===== src/rtl/duplex_shifter_pkg.sv =====
package duplex_shifter_pkg;
    typedef enum logic [1:0] {
        ST_IDLE  = 2'd0,
        ST_SHIFT = 2'd1,
        ST_WAIT  = 2'd2
    } shift_state_e;
endpackage


===== src/rtl/duplex_edge_sync.sv =====
module duplex_edge_sync #(
    parameter int STAGES = 2
) (
    input  logic clk,
    input  logic rst_n,
    input  logic async_in,
    output logic rise,
    output logic fall
);
    // pipe[STAGES-1:0] synchronise, pipe[STAGES] is the previous settled value
    logic [STAGES:0] pipe;

    always_ff @(posedge clk) begin
        if (!rst_n) pipe <= '1;
        else        pipe <= {pipe[STAGES-1:0], async_in};
    end

    assign rise =  pipe[STAGES-1] & ~pipe[STAGES];
    assign fall = ~pipe[STAGES-1] &  pipe[STAGES];
endmodule


===== src/rtl/duplex_half_div.sv =====
module duplex_half_div #(
    parameter int W = 8
) (
    input  logic         clk,
    input  logic         rst_n,
    input  logic         run,
    input  logic [W-1:0] limit,
    output logic         tick
);
    logic [W-1:0] cnt;

    assign tick = run && (cnt == limit);

    always_ff @(posedge clk) begin
        if (!rst_n)             cnt <= '0;
        else if (!run || tick)  cnt <= '0;
        else                    cnt <= cnt + 1'b1;
    end
endmodule


===== src/rtl/duplex_shifter.sv =====
import duplex_shifter_pkg::*;

module duplex_shifter #(
    parameter int DATA_W = 8,
    parameter int DIV_W  = 8
) (
    input  logic              clk,
    input  logic              rst_n,
    input  logic              ext_mode,
    input  logic [DIV_W-1:0]  half_div,
    input  logic              start,
    input  logic              abort,
    input  logic              wr_en,
    input  logic [DATA_W-1:0] wr_data,
    input  logic              rd_en,
    output logic [DATA_W-1:0] rd_data,
    output logic              busy,
    output logic              irq,
    output logic              sclk_out,
    input  logic              sclk_in,
    output logic              sdo,
    input  logic              sdi
);
    localparam int               CNT_W    = (DATA_W > 1) ? $clog2(DATA_W) : 1;
    localparam logic [CNT_W-1:0] LAST_BIT = CNT_W'(DATA_W - 1);

    shift_state_e      state, nxt;
    logic              sclk_q;
    logic              sdo_q;
    logic [DATA_W-1:0] tx_sh;
    logic [DATA_W-1:0] rx_sh;
    logic [DATA_W-1:0] buf_q;
    logic [CNT_W-1:0]  bit_cnt;
    logic              got_read;
    logic              got_write;
    logic              irq_q;
    logic              mode_q;

    logic tick, ext_rise, ext_fall;
    logic fall_evt, rise_evt, byte_done, resume, div_run;

    duplex_edge_sync #(.STAGES(2)) u_sync (
        .clk      (clk),
        .rst_n    (rst_n),
        .async_in (sclk_in),
        .rise     (ext_rise),
        .fall     (ext_fall)
    );

    assign div_run = (state == ST_SHIFT) && !ext_mode && !abort;

    duplex_half_div #(.W(DIV_W)) u_div (
        .clk   (clk),
        .rst_n (rst_n),
        .run   (div_run),
        .limit (half_div),
        .tick  (tick)
    );

    assign fall_evt  = ext_mode ? ext_fall : (tick &&  sclk_q);
    assign rise_evt  = ext_mode ? ext_rise : (tick && !sclk_q);
    assign byte_done = (state == ST_SHIFT) && rise_evt && (bit_cnt == LAST_BIT);
    assign resume    = ext_mode ? ext_fall : (got_read && got_write);

    // state register
    always_ff @(posedge clk) begin
        if (!rst_n) state <= ST_IDLE;
        else        state <= nxt;
    end

    // transitions
    always_comb begin
        nxt = state;
        unique case (state)
            ST_IDLE:  if (start && !abort) nxt = ST_SHIFT;
            ST_SHIFT: begin
                if (abort)          nxt = ST_IDLE;
                else if (byte_done) nxt = start ? ST_WAIT : ST_IDLE;
            end
            ST_WAIT: begin
                if (abort || !start) nxt = ST_IDLE;
                else if (resume)     nxt = ST_SHIFT;
            end
            default: nxt = ST_IDLE;
        endcase
    end

    // datapath and outputs
    always_ff @(posedge clk) begin
        if (!rst_n) begin
            sclk_q    <= 1'b1;
            sdo_q     <= 1'b1;
            tx_sh     <= '0;
            rx_sh     <= '0;
            buf_q     <= '0;
            bit_cnt   <= '0;
            got_read  <= 1'b0;
            got_write <= 1'b0;
            irq_q     <= 1'b0;
            mode_q    <= 1'b0;
        end else begin
            irq_q  <= 1'b0;
            mode_q <= ext_mode;
            if (rd_en) got_read <= 1'b1;
            if (wr_en) begin
                buf_q     <= wr_data;
                got_write <= 1'b1;
            end
            unique case (state)
                ST_IDLE: begin
                    sclk_q  <= 1'b1;
                    bit_cnt <= '0;
                    if (nxt == ST_SHIFT) tx_sh <= buf_q;
                end
                ST_SHIFT: begin
                    if (abort) begin
                        sclk_q <= 1'b1;
                    end else if (fall_evt) begin
                        sdo_q <= tx_sh[0];
                        tx_sh <= tx_sh >> 1;
                        if (!ext_mode) sclk_q <= 1'b0;
                    end else if (rise_evt) begin
                        rx_sh   <= {sdi, rx_sh[DATA_W-1:1]};
                        bit_cnt <= bit_cnt + 1'b1;
                        if (!ext_mode) sclk_q <= 1'b1;
                        if (byte_done) begin
                            buf_q     <= {sdi, rx_sh[DATA_W-1:1]};
                            irq_q     <= 1'b1;
                            got_read  <= 1'b0;
                            got_write <= 1'b0;
                            bit_cnt   <= '0;
                        end
                    end
                end
                ST_WAIT: begin
                    sclk_q  <= 1'b1;
                    bit_cnt <= '0;
                    if (nxt == ST_SHIFT) begin
                        if (ext_mode) begin
                            sdo_q <= buf_q[0];
                            tx_sh <= buf_q >> 1;
                        end else begin
                            tx_sh <= buf_q;
                        end
                    end
                end
                default: sclk_q <= 1'b1;
            endcase
            if (ext_mode != mode_q) begin
                buf_q     <= '0;
                got_read  <= 1'b0;
                got_write <= 1'b0;
            end
        end
    end

    assign rd_data  = buf_q;
    assign busy     = (state != ST_IDLE);
    assign irq      = irq_q;
    assign sclk_out = ext_mode ? 1'b1 : sclk_q;
    assign sdo      = sdo_q;
endmodule


===== config.mk =====
export PLATFORM = sky130hd
export DESIGN_NAME = duplex_shifter
export DESIGN_NICKNAME = d
export VERILOG_FILES = /design/src/rtl/duplex_shifter_pkg.sv /design/src/rtl/duplex_edge_sync.sv /design/src/rtl/duplex_half_div.sv /design/src/rtl/duplex_shifter.sv
export SDC_FILE = /design/constraint.sdc
export NUM_CORES = 1
export LEC_CHECK = 0
export ABC_CLOCK_PERIOD_IN_PS = 2550
export BUFFER_PORTS_ARGS = -buffer_cell sky130_fd_sc_hd__buf_2
export CELL_PAD_IN_SITES_DETAIL_PLACEMENT = 1
export CELL_PAD_IN_SITES_GLOBAL_PLACEMENT = 1
export CORE_ASPECT_RATIO = 2
export CORE_UTILIZATION = 42
export CTS_BUF_LIST = sky130_fd_sc_hd__clkbuf_4 sky130_fd_sc_hd__clkbuf_8 sky130_fd_sc_hd__clkbuf_16
export CTS_CLUSTER_DIAMETER = 80
export DETAILED_ROUTE_END_ITERATION = 8
export PLACE_DENSITY_LB_ADDON = 0.05
export SLEW_MARGIN = 20
export SYNTH_ARGS = -nofsm -noshare
export SYNTH_HDL_FRONTEND = slang
export SYNTH_SLANG_ARGS = --single-unit

===== constraint.sdc =====
create_clock -name clk -period 2.55 [get_ports clk]
set_input_delay 0.3825 -clock clk [delete_from_list [all_inputs] [get_ports clk]]
set_output_delay 0.3825 -clock clk [all_outputs]
set_load 0.005 [all_outputs]

# After elaboration in Yosys (flattened, before gate mapping)

Index checks and enable logic that the tools add are counted.

Equal/unequal tests: 15
Multiplexer cells: 50
Add/sub/neg operators: 2
Reduce and logical (&&, ||, !) cells: 32
Bitwise logic cells: 9

Operator list:

| cell                                                            | number |
|---|---|
| 8-bit two-way mux                                               | 11 |
| 1-bit two-way mux                                               | 25 |
| 8-bit case mux with 3 select lines                              | 1 |
| 2-bit inequality test, second input constant                    | 9 |
| 2-bit two-way mux                                               | 6 |
| 3-bit two-way mux                                               | 4 |
| 5-bit AND reduction                                             | 2 |
| 1-bit logical AND                                               | 9 |
| 8-bit by 1-bit adder with 8-bit output, second input constant   | 1 |
| 8-bit == test                                                   | 1 |
| 4-bit AND reduction                                             | 2 |
| 2-bit nonzero test                                              | 4 |
| 1-bit NOT                                                       | 7 |
| 2-bit case mux with 3 select lines                              | 1 |
| 3-bit case mux with 2 select lines                              | 1 |
| 2-bit OR reduction                                              | 3 |
| 1-bit logical NOT                                               | 5 |
| 5-bit OR reduction                                              | 1 |
| 2-bit by 1-bit == test with 1-bit output, second input constant | 2 |
| 3-bit by 1-bit adder with 3-bit output, second input constant   | 1 |
| 3-bit == test, second input constant                            | 1 |
| 3-bit AND reduction                                             | 1 |
| 3-bit nonzero test                                              | 1 |
| 3-bit OR reduction                                              | 1 |
| 6 further kinds                                                 | 8 |

Logic and storage cells: 121
Input bits: 25
Bits in registers: 46
Output and inout port bits: 12

# Depth between registers and ports, before layout

Depth after elaboration: 14
Mapped depth: 9
Mapped depth without buffers: 9

# Modules after synthesis

A second synthesis with hierarchy kept.

Cell total of the unflattened synthesis: 250
Area, all modules: 2,319.7 sq um

By module, submodules not included:

| module           | cells an instance | instances | area an instance (sq um) | sequential area each (sq um) |
|---|---|---|---|---|
| duplex_shifter   | 197               | 1         | 1,761.7                  | 680.7 |
| duplex_half_div  | 45                | 1         | 466.7                    | 160.2 |
| duplex_edge_sync | 8                 | 1         | 91.3                     | 60.1 |

# Worst setup path after synthesis

No wires, ideal clock.

Kind: input to register
Start point: in ext_mode
End point: reg tx_sh[4]
Slack: 416 ps
Stages on the path: 8
Data arrival time: 2,017 ps
Buffers on the path: 1
Cells stage by stage: buf_6 -> or2_4 -> nor4_4 -> and4b_1 -> o211a_1 -> o21a_2 -> o221ai_2 -> a32o_2

Word-level cells in the longest chain between the ends: 14
Elaborated cells on any way between the ends: 24
Those cells by class: eq/ne: 4; mux: 11; reduce/logical: 9

RTL lines:

| element                                  | line                                         | text |
|---|---|---|
| start: declaration                       | duplex_shifter.sv:9                          | `input logic ext_mode,` |
| 1-bit logical NOT                        | n/a                                          |  |
| 1-bit logical AND (2 in series)          | duplex_shifter.sv:50                         | `assign div_run = (state == ST_SHIFT) && !ext_mode && !abort;` |
| 1-bit logical AND                        | duplex_half_div.sv:12                        | `assign tick = run && (cnt == limit);` |
| 1-bit logical AND                        | duplex_shifter.sv:61                         | `assign rise_evt = ext_mode ? ext_rise : (tick && !sclk_q);` |
| 1-bit two-way mux                        | duplex_shifter.sv:61                         |  |
| 1-bit logical AND (2 in series)          | duplex_shifter.sv:62                         | `assign byte_done = (state == ST_SHIFT) && rise_evt && (bit_cnt == LAST_BIT);` |
| 2-bit two-way mux                        | duplex_shifter.sv:78                         | `else if (byte_done) nxt = start ? ST_WAIT : ST_IDLE;` |
| 2-bit two-way mux                        | duplex_shifter.sv:77                         | `if (abort) nxt = ST_IDLE;` |
| 2-bit case mux with 3 select lines       | duplex_shifter.sv:74                         | `unique case (state)` |
| 2-bit by 1-bit == test with 1-bit output | duplex_shifter.sv:113, duplex_shifter.sv:138 |  |
| 2-bit inequality test (no source line)   | n/a                                          |  |
| 5-bit AND reduction (no source line)     | n/a                                          |  |
| end signal: assignment                   | duplex_shifter.sv:113                        | `if (nxt == ST_SHIFT) tx_sh <= buf_q;` |
| end signal: assignment                   | duplex_shifter.sv:141                        | `tx_sh <= buf_q >> 1;` |
| end signal: assignment                   | duplex_shifter.sv:143                        | `tx_sh <= buf_q;` |
| end: declaration                         | duplex_shifter.sv:30                         | `logic [DATA_W-1:0] tx_sh;` |

Parallel ways exist; a longest one is shown, timed or not. The select of a mux whose other input is x is not followed.
A chain may end at the register's enable or synchronous reset.

# Worst setup path in the final report

Start point: reg state[0]
End point: reg tx_sh[3]

Word-level cells in the longest chain between the ends: 14
Elaborated cells on any way between the ends: 26
Those cells by class: eq/ne: 7; mux: 9; reduce/logical: 10

RTL lines:

| element                                  | line                                         | text |
|---|---|---|
| start: declaration                       | duplex_shifter.sv:27                         | `shift_state_e state, nxt;` |
| start signal: assignment                 | duplex_shifter.sv:68                         | `else state <= nxt;` |
| 2-bit by 1-bit == test with 1-bit output | n/a                                          |  |
| 1-bit logical AND (2 in series)          | duplex_shifter.sv:50                         |  |
| 1-bit logical AND                        | duplex_half_div.sv:12                        |  |
| 1-bit logical AND                        | duplex_shifter.sv:61                         |  |
| 1-bit two-way mux                        | duplex_shifter.sv:61                         |  |
| 1-bit logical AND (2 in series)          | duplex_shifter.sv:62                         |  |
| 2-bit two-way mux                        | duplex_shifter.sv:78                         |  |
| 2-bit two-way mux                        | duplex_shifter.sv:77                         |  |
| 2-bit case mux with 3 select lines       | duplex_shifter.sv:74                         |  |
| 2-bit by 1-bit == test with 1-bit output | duplex_shifter.sv:113, duplex_shifter.sv:138 |  |
| 2-bit inequality test (no source line)   | n/a                                          |  |
| 5-bit AND reduction (no source line)     | n/a                                          |  |

Parallel ways exist; a longest one is shown, timed or not.

==> results.ini <==
[run_status]
status=finished, final reports clean

[detailed_routing]
wirelength_mm=6.21
wire_per_inst_um=16.9
ant_nets=0
num_vias=2099
via_per_inst=5.72
first_pass_iters=4
drc=0
drt-initial-drc-count=24

[clocking]
cts_resized=0
numCtsBuffers=5
cts-root-buf=clkbuf_8
cts_setup_buffers=0
clock_sinks=45
h-tree-depth=2
worstSkewPairLatency_ns=0.32
cts_tree=done
clkTransAtPathRegs_ns=0.10
cts_hold_buffers=0
cts_buffer_depth=2

[cells_and_area]
antenna_cells=0
nNetsFinal=338
fin_area_um2=2730
layout-drive-gt1-share_pct=23.5
syn2layout_area_growth_pct=16.0
final_cells=367

[sta]
finalSetupTns_ns=0
period_minus_slack_ns=2.39
fin_crit_sh_pct=93.7
maxSlewViolCount=0
setup_viol=0
worstMarginPinSlew_ns=0.717
hold_viol=0
fmax_mhz=419
rsz0062_at_grt=no
skew_ns=0.00796
slew_headroom_pct=52.2
fin_ws_ns=0.161

[synthesis]
syn_nets=299
synth_edf_count=0
synth_cell_types=48
yosysWarnings=0
async_reset_ff_share_pct=0
syn_area_um2=2350
synth_cells=267
syn_avg_cell_area_um2=8.80
yosysSeqAreaShare_pct=38.4
ys_seq_elements=45
synth_ff_type=dfxtp_1

[floorplanning]
initial_core_util_pct=43.3
core_um2=5420
pin_count=37
dieArea_um2=5910
floorplan.die.height_um=108
chipWidth_um=54.9
rows=38

[power]
powerDensity_nw_per_um2=511
leakagePower_uw=0.00112
ir_worst_vdd_mv=0.510

[setup_path]
endpoint_kind=flip-flop
slowest_delay_ns=0.45
crit_family=compound AO/OA/AOI/OAI gates
path_cells=ha_1 > nor2b_1 > nand4b_1 > o21bai_1 > o21a_2 > o221ai_4 > a32o_2
required_ns=2.76
critPathKind=reg2reg
regToRegSetupSlack_ns=0.16
crit_arrival_ns=2.60
worstSetupStartpointType=flip-flop
crit_slowest_cell=dfxtp_1
critPathBufInv=0
crit_path_max_fanout=8

[grt]
grtUsageTotal_pct=23.4
grt_max_degree=23
grt_pass1_vias=2177
antenna_found_initial=0
overflow=0
grt_pass1_wl_mm=9.79

[place]
io_buffers=36
hpwl_mm=4.88
gp_congestion=0.826
preCtsSetupSlack_ns=0.0820
dpl_cell_area_um2=2620
place_inst=359

[flow_run]
maxCapViolations=0

[worst_hold_path]
hp-class=in2reg

## through the flow
step	util, %	hold slack [ns]	power (uW)
6_report	50.3	0.247	1390
5_1_grt	50.3	0.250	1450
4_1_cts	50.0	0.237	1410
3_5_place_dp	48.3	0.398	936
3_3_place_gp	48.3	0.397	932
2_1_floorplan	-	0.386	867
## state kept, by name, summed over array words and instances (netlist names)
| name | count |
|---|---|
| bit_cnt | 3 |
| state | 2 |
| tx_sh | 8 |
| got_write | 1 |
| rd_data | 8 |
| sdo | 1 |
| sclk_q | 1 |
| irq | 1 |
| mode_q | 1 |
| rx_sh | 7 |
| u_sync.pipe | 3 |
| got_read | 1 |
| u_div.cnt | 8 |
## cells by family (layout without fill, tap and decap cells)
| kind of cell | after synthesis | in the layout | share of synthesized area (%) |
|---|---|---|---|
| AOI/OAI and AO/OA | 52 | 52 | 17.8 |
| xor gates and xnor gates | 16 | 16 | 5.97 |
| adders and majority gates | 7 | 7 | 3.73 |
| buffers and inverters | 27 | 67 | 4.69 |
| DFF | 45 | 45 | 38.4 |
| muxes | 16 | 16 | 6.82 |
| and+or+nand+nor | 104 | 104 | 22.6 |
## layer usage
metal / routed length (um) / GRT usage (%)
met3: 190 / 3.81
met4: 211 / 11.9
met5: 0 / 0
met2: 3650 / 45.6
met1: 2160 / 20.4
## Yosys cell counts (2+ instances only)
| master | count | share of area, % |
|---|---|---|
| a211oi_1 | 8 | 2.6 |
| a21oi_1 | 3 | 0.64 |
| a22oi_1 | 2 | 0.64 |
| a32o_2 | 7 | 3.4 |
| and2_1 | 2 | 0.53 |
| and3_1 | 3 | 0.80 |
| clkbuf_1 | 11 | 1.8 |
| dfxtp_1 | 45 | 38 |
| ha_1 | 7 | 3.7 |
| inv_1 | 13 | 2.1 |
| mux2i_1 | 16 | 6.8 |
| nand2_1 | 15 | 2.4 |
| nand2b_1 | 3 | 0.80 |
| nand3_1 | 22 | 4.7 |
| nand3b_1 | 4 | 1.3 |
| nand4b_1 | 3 | 1.1 |
| nor2_1 | 38 | 6.1 |
| nor2b_1 | 3 | 0.80 |
| nor3_1 | 2 | 0.43 |
| nor4_1 | 2 | 0.53 |
| o211ai_1 | 7 | 2.2 |
| o21a_1 | 3 | 0.96 |
| o21ai_0 | 9 | 1.9 |
| xnor2_1 | 3 | 1.1 |
| xor2_1 | 13 | 4.8 |
## cell usage in the layout, fill, tap and decap left out, types with 4 or more instances in the layout
cell type	count
a211oi_1	8
a32o_2	7
buf_2	36
buf_4	10
clkbuf_8	5
dfxtp_1	45
ha_1	7
inv_1	13
mux2i_1	16
nand2_1	15
nand3_1	22
nand3b_1	4
nor2_1	38
o211ai_1	7
o21ai_0	9
xor2_1	13
## report_power, final
part | total, uW | switching, uW | internal, uW
Combinational | 190 | 113 | 77.3
Sequential | 733 | 14.6 | 719
Clock | 470 | 275 | 195
Total | 1390 | 402 | 991
## final timing paths
check	start	cells past startpoint	end
min	sclk_in	2	u_sync.pipe[0]$_SDFF_PN1_
max	state[0]$_SDFF_PN0_	7	tx_sh[3]$_SDFFE_PN0P_
min reg2reg	u_sync.pipe[0]$_SDFF_PN1_	1	u_sync.pipe[1]$_SDFF_PN1_
max reg2reg	state[0]$_SDFF_PN0_	7	tx_sh[3]$_SDFFE_PN0P_
## layout make-up
type	instances	area, um^2
timing repair buffer	46	255
fill	688	2700
sequential	45	901
clock buffer	5	68.8
tap	60	75.1
clock inverter	3	21.3
multi-input combinational	195	1360
inverter	13	48.8
No activity file was read; power rests on OpenSTA's default activity.
